File: config.mk
export PLATFORM = sky130hd
export DESIGN_NAME = cswin_decoder
export DESIGN_NICKNAME = d
export VERILOG_FILES = /design/src/rtl/cswin_pkg.sv /design/src/rtl/cswin_regs.sv /design/src/rtl/cswin_range.sv /design/src/rtl/cswin_pick.sv /design/src/rtl/cswin_decoder.sv
export SDC_FILE = /design/constraint.sdc
export NUM_CORES = 1
export LEC_CHECK = 0
export ABC_AREA = 1
export BUFFER_PORTS_ARGS = -buffer_cell sky130_fd_sc_hd__clkbuf_2
export CORE_ASPECT_RATIO = 1.5
export CORE_MARGIN = 2
export CORE_UTILIZATION = 55
export CTS_CLUSTER_DIAMETER = 50
export DETAILED_ROUTE_END_ITERATION = 7
export PLACE_DENSITY = 0.88
export RECOVER_POWER = 100
export SYNTH_ARGS = -nofsm -noshare
export SYNTH_HDL_FRONTEND = slang
export SYNTH_SLANG_ARGS = --single-unit
File: constraint.sdc
create_clock -name clk -period 11.4 [get_ports clk]
set_clock_uncertainty 0.2 [all_clocks]
set_input_delay 1.14 -clock clk [delete_from_list [all_inputs] [get_ports clk]]
set_output_delay 1.14 -clock clk [all_outputs]
set_load 0.05 [all_outputs]
File: src/rtl/cswin_pkg.sv
package cswin_pkg;

    localparam logic [7:0]  CFG_OFS         = 8'h00;
    localparam logic [7:0]  SEG_OFS0        = 8'h30;
    localparam int unsigned WE_LSB          = 16;
    localparam logic [31:0] COARSE_SEG_MASK = 32'hFFFF_0000;
    localparam logic [31:0] FINE_SEG_MASK   = 32'h0FF0_0FF0;
    localparam logic [32:0] FINE_UNIT       = 33'h0_0010_0000;

    function automatic logic [7:0] seg_ofs(input int unsigned n);
        return SEG_OFS0 + 8'(4 * n);
    endfunction

    function automatic logic [31:0] cfg_mask(input int unsigned ncs);
        logic [31:0] m;
        m = '0;
        for (int unsigned i = 0; i < ncs; i++) begin
            m[2*i +: 2]      = 2'b11;
            m[WE_LSB + i]    = 1'b1;
        end
        return m;
    endfunction

endpackage

File: src/rtl/cswin_regs.sv
module cswin_regs #(
    parameter int unsigned NUM_CS   = 5,
    parameter bit          FINE_ENC = 1'b0,
    parameter logic [31:0] WIN_BASE = 32'h2000_0000
) (
    input  logic                     clk,
    input  logic                     rst_n,
    input  logic                     reg_we,
    input  logic [7:0]               reg_addr,
    input  logic [31:0]              reg_wdata,
    output logic [31:0]              reg_rdata,
    output logic [31:0]              cfg_o,
    output logic [NUM_CS-1:0][31:0]  seg_o
);
    import cswin_pkg::*;

    localparam logic [31:0] SEG_MASK  = FINE_ENC ? FINE_SEG_MASK : COARSE_SEG_MASK;
    localparam logic [31:0] CFG_MASK  = cfg_mask(NUM_CS);
    localparam logic [7:0]  BASE_UNIT = WIN_BASE[30:23];
    localparam logic [31:0] CS0_RST   = FINE_ENC ? 32'h0010_0000
                                                 : {BASE_UNIT + 8'd1, BASE_UNIT, 16'h0000};

    typedef struct packed {
        logic [31:0]             cfg;
        logic [NUM_CS-1:0][31:0] seg;
    } regs_t;

    regs_t r_d, r_q;

    always_comb begin
        r_d       = r_q;
        reg_rdata = '0;
        if (reg_addr == CFG_OFS) begin
            reg_rdata = r_q.cfg;
            if (reg_we) r_d.cfg = reg_wdata & CFG_MASK;
        end
        for (int unsigned n = 0; n < NUM_CS; n++) begin
            if (reg_addr == seg_ofs(n)) begin
                reg_rdata = r_q.seg[n];
                if (reg_we) r_d.seg[n] = reg_wdata & SEG_MASK;
            end
        end
    end

    always_ff @(posedge clk or negedge rst_n) begin
        if (!rst_n) begin
            r_q.cfg <= '0;
            for (int unsigned n = 0; n < NUM_CS; n++)
                r_q.seg[n] <= (n == 0) ? CS0_RST : 32'h0;
        end else begin
            r_q <= r_d;
        end
    end

    assign cfg_o = r_q.cfg;
    assign seg_o = r_q.seg;

endmodule

File: src/rtl/cswin_range.sv
module cswin_range #(
    parameter bit          FINE_ENC = 1'b0,
    parameter logic [31:0] WIN_BASE = 32'h2000_0000
) (
    input  logic [31:0] seg,
    input  logic [31:0] addr,
    output logic        hit,
    output logic [31:0] lo
);
    import cswin_pkg::*;

    logic [32:0] lo_w, hi_w;
    logic        open_w;

    generate
        if (FINE_ENC) begin : g_fine
            always_comb begin
                lo_w   = {1'b0, WIN_BASE} + {13'b0, seg[11:4], 12'b0, 8'b0};
                hi_w   = {1'b0, WIN_BASE} + {5'b0, seg[27:20], 20'b0} + FINE_UNIT;
                open_w = (seg[27:20] != 8'h00);
            end
        end else begin : g_coarse
            always_comb begin
                lo_w   = {2'b0, seg[23:16], 23'b0};
                hi_w   = {2'b0, seg[31:24], 23'b0};
                open_w = 1'b1;
            end
        end
    endgenerate

    assign hit = open_w && ({1'b0, addr} >= lo_w) && ({1'b0, addr} < hi_w);
    assign lo  = lo_w[31:0];

endmodule

File: src/rtl/cswin_pick.sv
module cswin_pick #(
    parameter int unsigned NUM_CS = 5,
    parameter int unsigned CS_W   = 3
) (
    input  logic [NUM_CS-1:0] hit,
    output logic [CS_W-1:0]   idx,
    output logic              found
);
    always_comb begin
        idx   = '0;
        found = 1'b0;
        for (int n = NUM_CS - 1; n >= 0; n--) begin
            if (hit[n]) begin
                idx   = CS_W'(n);
                found = 1'b1;
            end
        end
    end
endmodule

File: src/rtl/cswin_decoder.sv
module cswin_decoder #(
    parameter int unsigned NUM_CS   = 5,
    parameter bit          FINE_ENC = 1'b0,
    parameter logic [31:0] WIN_BASE = 32'h2000_0000,
    parameter int unsigned CS_W     = $clog2(NUM_CS)
) (
    input  logic              clk,
    input  logic              rst_n,
    input  logic              reg_we,
    input  logic [7:0]        reg_addr,
    input  logic [31:0]       reg_wdata,
    output logic [31:0]       reg_rdata,
    input  logic              bus_valid,
    input  logic              bus_write,
    input  logic [31:0]       bus_addr,
    output logic [CS_W-1:0]   sel_cs,
    output logic [NUM_CS-1:0] sel_oh,
    output logic [31:0]       win_off,
    output logic              miss,
    output logic              wr_err
);
    import cswin_pkg::*;

    logic [31:0]             cfg_q;
    logic [NUM_CS-1:0][31:0] seg_q;
    logic [NUM_CS-1:0]       hit;
    logic [NUM_CS-1:0][31:0] lo;
    logic [CS_W-1:0]         idx;
    logic                    found;
    logic                    blocked;
    logic                    grant;

    cswin_regs #(.NUM_CS(NUM_CS), .FINE_ENC(FINE_ENC), .WIN_BASE(WIN_BASE)) u_regs (
        .clk(clk), .rst_n(rst_n), .reg_we(reg_we), .reg_addr(reg_addr),
        .reg_wdata(reg_wdata), .reg_rdata(reg_rdata), .cfg_o(cfg_q), .seg_o(seg_q)
    );

    generate
        for (genvar g = 0; g < NUM_CS; g++) begin : g_win
            cswin_range #(.FINE_ENC(FINE_ENC), .WIN_BASE(WIN_BASE)) u_range (
                .seg(seg_q[g]), .addr(bus_addr), .hit(hit[g]), .lo(lo[g])
            );
        end
    endgenerate

    cswin_pick #(.NUM_CS(NUM_CS), .CS_W(CS_W)) u_pick (
        .hit(hit), .idx(idx), .found(found)
    );

    always_comb begin
        blocked = bus_write && !cfg_q[WE_LSB + int'(idx)];
        grant   = bus_valid && found && !blocked;
        sel_oh  = grant ? (NUM_CS'(1) << idx) : '0;
        sel_cs  = grant ? idx : '0;
        win_off = grant ? (bus_addr - lo[idx]) : '0;
        miss    = bus_valid && !found;
        wr_err  = bus_valid && found && blocked;
    end

endmodule

==> results of run 1 <==
power by group through the flow:
stage	logic, µW	registers, µW	clock network (µW)
floorplan	163	367	0
global placement	220	371	0
detailed placement	227	371	0
CTS	228	365	313
global route	256	368	327
finish	228	366	314
metal layers:
| metal | up-vias | track usage, % | routed length, µm |
|---|---|---|---|
| li1 | 3700 | - | - |
| met1 | 3510 | 38.0 | 8430 |
| met2 | 476 | 50.7 | 10500 |
| met3 | 91 | 5.53 | 2160 |
| met4 | 0 | 14.9 | 1010 |
| met5 | - | 0 | 0 |
worst reg2reg max path: cells and delay by family, from the launching register on:
kind	cells	cell delay, ns
AO/OA/AOI/OAI	1	0.17
AND/OR/NAND/NOR	1	0.10
flip-flops	1	0.44
synthesized netlist by cell type (all sizes together):
| cell | count |
|---|---|
| nand4 | 10 |
| nand2 | 257 |
| o21ai | 111 |
| o31ai | 2 |
| conb | 1 |
| nand3b | 2 |
| o221ai | 12 |
| a211oi | 1 |
| a21o | 4 |
| dfrtp | 92 |
| o211ai | 2 |
| xor2 | 5 |
| dfstp | 3 |
| o22ai | 15 |
| o2111ai | 1 |
| and3 | 1 |
| nor3b | 10 |
| nor3 | 4 |
| and3b | 1 |
| nand3 | 22 |
| xnor2 | 2 |
| mux2 | 10 |
| or2 | 7 |
| nor4 | 3 |
| buf | 14 |
| o21a | 2 |
| a21oi | 47 |
| clkbuf | 22 |
| a221oi | 1 |
| ha | 83 |
| inv | 184 |
| nor2 | 135 |
| and2 | 2 |
| a22oi | 6 |
cell families (layout without fill, tap and decap cells):
| logic type | count (synthesis) | after routing | synth area share [%] |
|---|---|---|---|
| AOI/OAI and AO/OA | 204 | 204 | 15.0 |
| other | 1 | 6 | 0.0494 |
| and+or+nand+nor | 454 | 454 | 25.9 |
| DFF | 95 | 95 | 31.3 |
| buffers and inverters | 220 | 341 | 11.7 |
| xor gates and xnor gates | 7 | 7 | 0.807 |
| adders and majority gates | 83 | 83 | 13.7 |
| muxes | 10 | 10 | 1.48 |
how the worst max path moves through the flow:
stage                             end  slack (ns)  cells past startpoint
after floorplan           win_off[30]        5.55                     28
after global placement    win_off[30]        4.62                     29
after detailed placement  win_off[30]        4.57                     29
after CTS                 win_off[30]        4.54                     29
after global routing      win_off[30]        3.59                     29
final                     win_off[30]        4.05                     29
area by class of cell:
| type | instances | share of cell area, % |
|---|---|---|
| inverter | 184 | 8.11 |
| timing repair buffer | 141 | 7.23 |
| clock buffer | 12 | 3.00 |
| clock inverter | 4 | 0.615 |
| sequential | 95 | 27.9 |
| tap | 162 | 2.37 |
| multi-input combinational | 764 | 50.8 |
flip-flops by register name, summed over array words and instances (netlist names):
register,cells
u_regs.cfg_o,15
u_regs.seg_o,80
through the flow:
step                utilization [%]  power (µW)  worst slack, ns  hold WS [ns]
global route                   63.5         951             3.59         0.303
floorplan                         -         530             5.55         0.253
CTS                            64.2         907             4.54         0.289
detailed placement             61.9         598             4.57         0.273
global placement               61.9         591             4.62         0.267
finish                         63.5         908             4.05         0.286
==> out/summary.txt, run 1 <==
Comb pwr share: 25.1%
Synth Warn #: 0
CTS Hold Bufs: 0
Worst EP required: 10.06 ns
HP Start: u_regs.seg_o[121]
Final Slew Violations: 78
Outcome: finished, violations left
Antenna cells: 0
Hold Fails Final Rpt: 0
Width of the die: 100 µm
Yosys top cell by area: dfrtp_1
Worst-Skew Late Latency: 0.35 ns
Vias: 7777
Sw frac: 33.0%
RR Startpoint: u_regs.seg_o[113]
Initial antenna violation count: 0
Post-synth top area share: 30.3%
Core area: 13500 µm²
RSZ-0062 raised after global routing: false
Hold path depth: 2
Placed Area: 8340 µm²
Design area: 8550 µm²
Yosys reg bits: 95
Largest cells by area after synthesis: dfrtp_1 30%, ha_1 14%, nand2_1 12%, inv_1 8.9%, o21ai_0 7.3%
Seq. cell area: 2380 µm²
Gr usage total: 30.5%
Routed wire length: 22.1 mm
Die ar.: 14800 µm²
Worst R2R Path Depth: 2
FMAX: 136 MHz
Via density: 5.71
DP HPWL: 16.5 mm
Post-route ant nets: 0
Arr. time, crit path: 6.01 ns
Filler Cell Count: 1200
TritonCTS buffer count: 9
Min-Delay Endpoint: u_regs.seg_o[121]
GPL Wtd Cong: 0.994
Most common cell after layout, fill and taps aside: nand2_1
Max IR drop VDD: 0.111 mV
Synth cell types: 47
CP Class: in2out
Critical-path maximum fanout: 11
Part of the power in registers: 40.3%
Int Pwr: 608 µW
Final period util: 64.5%
Switch Pwr: 299 µW
Post-layout minimum cycle time: 7.35 ns
Critical Path Start Type: input port
Critical path's largest stage delay: 0.68 ns
Largest net degree at the start of global routing: 78
CP startpoint: bus_addr[29]
Setup TNS: 0 ns
Final nets: 1355
Clk network pwr share: 34.6%
Power Density: 106 nW/µm²
Drt first-iter violations: 792
Post-cts sizing count: 0
WL/cell: 16.2 µm
CTS Root Cell: clkbuf_16
Failing checks: capacitance limit, slew limit
Element type at the critical path end: primary output
Slowest CP cell: nor2_1
Fin cells: 1362
DR DRC count: 0
Post-synthesis sequential area ratio: 31.3%
Total placed cells including tap cells: 1346
FF-to-FF setup slack: 10.30 ns
Share of cells above drive strength 1: 11.8%
PortBufs: 138
CTS tree: done
Final setup fails: 0
Most frequent cells in the layout: 251 x nand2_1, 181 x inv_1, 111 x o21ai_0
Mapped Area: 7600 µm²
Initial Util: 56.4%
Global route overflow: 0
Synthesis-to-layout area growth: 12.5%
Die Ht: 148 µm
Min-Delay Path Class: reg2reg
Multi-input logic area: 4340 µm²
Clk buf depth: 2
Post-CTS Setup Repair Bufs: 0
Avg Cell Area, Syn: 7.07 µm²
Cell Rows: 52
Drt pass-1 iters: 6
First-pass GRT wire length: 35.7 mm
Buf+Inv Stages, Crit Path: 2
Max cap viols: 2
# clock sinks: 95
Reg-to-Reg End: u_regs.seg_o[113]
I/O pin total: 151
Slew @ Worst Pin: 4.05 ns
Vias in the first global route: 7428
Crit path top cell by count: nand2_1
Worst-path clk slew: 0.07 ns
P_leak: 0.00423 µW
Post-Synthesis Cells: 1074
H-tree levels: 3
Slew headroom: -170%
Cell family with most CP delay: simple AND/OR/NAND/NOR gates
Note: power is estimated with default switching activity, not from simulation.
==> run 2: changes to the inputs <==
- ABC_AREA: 1 -> 0
- CORE_UTILIZATION: 55 -> 51
- PLACE_DENSITY: 0.88 -> 0.86
- clock period: 11.4 -> 6.5 ns (I/O delays scaled with it)
==> run 2 against run 1 <==
The flow still finishes with violations (capacitance limit, slew limit). Sequential share of layout area up 0.44 points. Setup slack worse by 3.6 ns. Via count down 15%.
==> out/summary.txt, run 2 <==
Final period util: 93.9%
Via density: 5.98 (+4.8%)
Final Slew Violations: 75 (-3.8%)
Hold Fails Final Rpt: 0 (unchanged)
FMAX: 164 MHz
Most common cell after layout, fill and taps aside: inv_1
Drt first-iter violations: 464 (-41%)
PortBufs: 138 (unchanged)
CTS Root Cell: clkbuf_16
Routed wire length: 21.1 mm (-4.5%)
Yosys top cell by area: dfrtp_1
Worst-path clk slew: 0.07 ns (about the same)
Main synth FF type: dfrtp_1
Max IR drop VDD: 0.165 mV (+49%)
RSZ-0062 raised after global routing: false
Die Ht: 150 µm (+1.5%)
Post-route ant nets: 0 (unchanged)
DR DRC count: 0 (unchanged)
Final nets: 1065 (-21%)
WL/cell: 19.2 µm (+18%)
Number of flip-flops in the largest register: 80 (unchanged)
FF-to-FF setup slack: 5.41 ns (-4.89 ns)
Outcome: finished, violations left
Initial antenna violation count: 0 (unchanged)
Max cap viols: 1 (-1)
Post-Synthesis Cells: 766 (-29%)
Element type at the critical path end: primary output
First-pass GRT wire length: 32.6 mm (-8.8%)
Failing checks: capacitance limit, slew limit
Setup TNS: 0 ns (unchanged)
GPL Wtd Cong: 1.03 (+3.5%)
Fin cells: 1102 (-19%)
Final worst slack: 0.398 ns (-3.65 ns)
TritonCTS buffer count: 9 (unchanged)
P_leak: 0.00396 µW (-6.5%)
Synthesis-to-layout area growth: 15.9%
Power Density: 188 nW/µm² (+77%)
Async S/R FF share, synth: 100% (unchanged)
Cell Rows: 53 (+1.9%)
HP Start: u_regs.cfg_o[9]
Slew headroom: -21.9% (+150 points)
Drt pass-1 iters: 5 (-1)
Clk buf depth: 2 (unchanged)
I/O pin total: 151 (unchanged)
Vias in the first global route: 6552 (-12%)
Synth Warn #: 0 (unchanged)
Final setup fails: 0 (unchanged)
Width of the die: 101 µm (+1.4%)
Slew @ Worst Pin: 1.83 ns (-2.22 ns)
Gr usage total: 27.9% (-2.6 points)
Vias: 6594 (-15%)
Synth cell types: 62 (+32%)
Initial Util: 51.9% (-4.5 points)
Global route overflow: 0 (unchanged)
Arr. time, crit path: 5.25 ns (-0.76 ns)
Total placed cells including tap cells: 1085 (-19%)
Avg Cell Area, Syn: 9.48 µm² (+34%)
Largest cells by area after synthesis: dfrtp_1 32%, mux2_2 15%, ha_1 14%, inv_1 5.1%, a22oi_1 3.0%
Mapped Area: 7260 µm² (-4.5%)
Most frequent cells in the layout: 99 x inv_1, 96 x mux2_2, 92 x dfrtp_1
H-tree levels: 3 (unchanged)
# clock sinks: 95 (unchanged)
Most numerous cell in the Yosys netlist: inv_1
Hold path depth: 1 (-1)
Core area: 14000 µm² (+3.9%)
Yosys reg bits: 95 (unchanged)
Min-Delay Endpoint: u_regs.cfg_o[9]
Critical-path maximum fanout: 11 (unchanged)
Largest net degree at the start of global routing: 75 (-3.8%)
DP HPWL: 16.5 mm (-0.23%)
Hold_ws: 0.300 ns (+0.0135 ns)
Worst EP required: 5.65 ns (-4.41 ns)
Share of cells above drive strength 1: 23.7% (+12 points)
Worst-Skew Late Latency: 0.35 ns (about the same)
CTS tree: done
Min-Delay Path Class: reg2reg
Antenna cells: 0 (unchanged)
Pre-CTS WS: 0.359 ns (-4.21 ns)
Critical Path Start Type: input port
Worst R2R Path Depth: 1 (-1)
Post-synth EDFFs: 0 (unchanged)
Post-synth top area share: 31.7% (+1.4 points)
RR Startpoint: u_regs.seg_o[148]
Post-CTS Setup Repair Bufs: 0 (unchanged)
Post-synthesis sequential area ratio: 32.8% (+1.5 points)
Synth top cells by count: 99 x inv_1, 96 x mux2_2, 92 x dfrtp_1
Reg-to-Reg End: u_regs.seg_o[148]
Post-layout minimum cycle time: 6.10 ns
Die ar.: 15200 µm² (+2.9%)
CP Class: in2out
run 2: logic make-up (layout without fill, tap and decap cells):
family / after synthesis / in the layout / share of synthesized area [%]
AND/OR/NAND/NOR: 183 / 183 / 12.7
AO/OA/AOI/OAI: 166 / 166 / 15.9
buffers and inverters: 133 / 272 / 7.48
multiplexers: 100 / 100 / 16.1
flip-flops: 95 / 95 / 32.8
adder cells (fa/ha/maj): 83 / 83 / 14.3
XOR/XNOR: 5 / 5 / 0.603
other: 1 / 6 / 0.0517
run 2: how the worst max path moves through the flow:
stage	to	from	slack (ns)	cells after the start
3_5_place_dp	win_off[31]	bus_addr[24]	0.36	21
6_report	win_off[31]	bus_addr[27]	0.40	21
5_1_grt	win_off[30]	bus_addr[24]	0.04	22
4_1_cts	win_off[31]	u_regs.seg_o[22]	0.29	21
3_3_place_gp	win_off[31]	bus_addr[24]	0.40	20
2_1_floorplan	win_off[29]	bus_addr[25]	0.45	17
run 2: stage by stage:
step                      power [µW]  instance area, µm²  util, %
final                           1590                8410     60.1
after global routing            1660                8410     60.1
after CTS                       1590                8510     60.8
after detailed placement        1040                8190     58.5
after global placement          1020                8190     58.5
after floorplan                  905                7280        -
run 2: area by class of cell:
type,instances,area (µm²)
inverters,99,372
multi-input cells,543,4370
fillers,1204,5580
flip-flops and latches,95,2380
repair buffers,157,736
clock buffers,9,225
well taps,192,240
clock inverters,7,85.1
run 2: worst max-delay path: stages:
cell	delay, ns
clkbuf_2	0.24
ha_1	0.37
nand4_1	0.14
o221ai_1	0.16
a2111o_1	0.43
a31oi_1	0.21
nor2_1	0.10
or3_1	0.50
clkbuf_1	0.21
o221ai_1	0.20
a2bb2oi_1	0.22
ha_1	0.28
o21a_1	0.13
o21ai_0	0.19
nand2b_1	0.17
a211oi_2	0.23
clkbuf_1	0.15
o21ai_0	0.12
xor2_1	0.15
nor2_1	0.10
clkbuf_2	0.28
run 2: where the power goes:
part / switching, µW / internal, µW / total, µW / leakage [µW]
sequential: 27.7 / 620 / 647 / 0.00130
combinational: 238 / 144 / 381 / 0.00251
clock: 250 / 307 / 556 / 0.000153
total: 515 / 1070 / 1580 / 0.00396
run 2: what timing repair did:
action | 4_1_cts | 5_1_grt
setup endpoints to repair | 0 | 1
hold buffers | 1 | 0
hold endpoints to repair | 20 | 0
gates resized for setup | 0 | 2
run 2: metal layers:
layer	track usage, %	up-vias	share of wire (%)
met3	3.71	91	5.4
met2	49.4	296	51
met4	20.1	0	7.5
met5	0	-	0
li1	-	3038	-
met1	29.9	3169	36
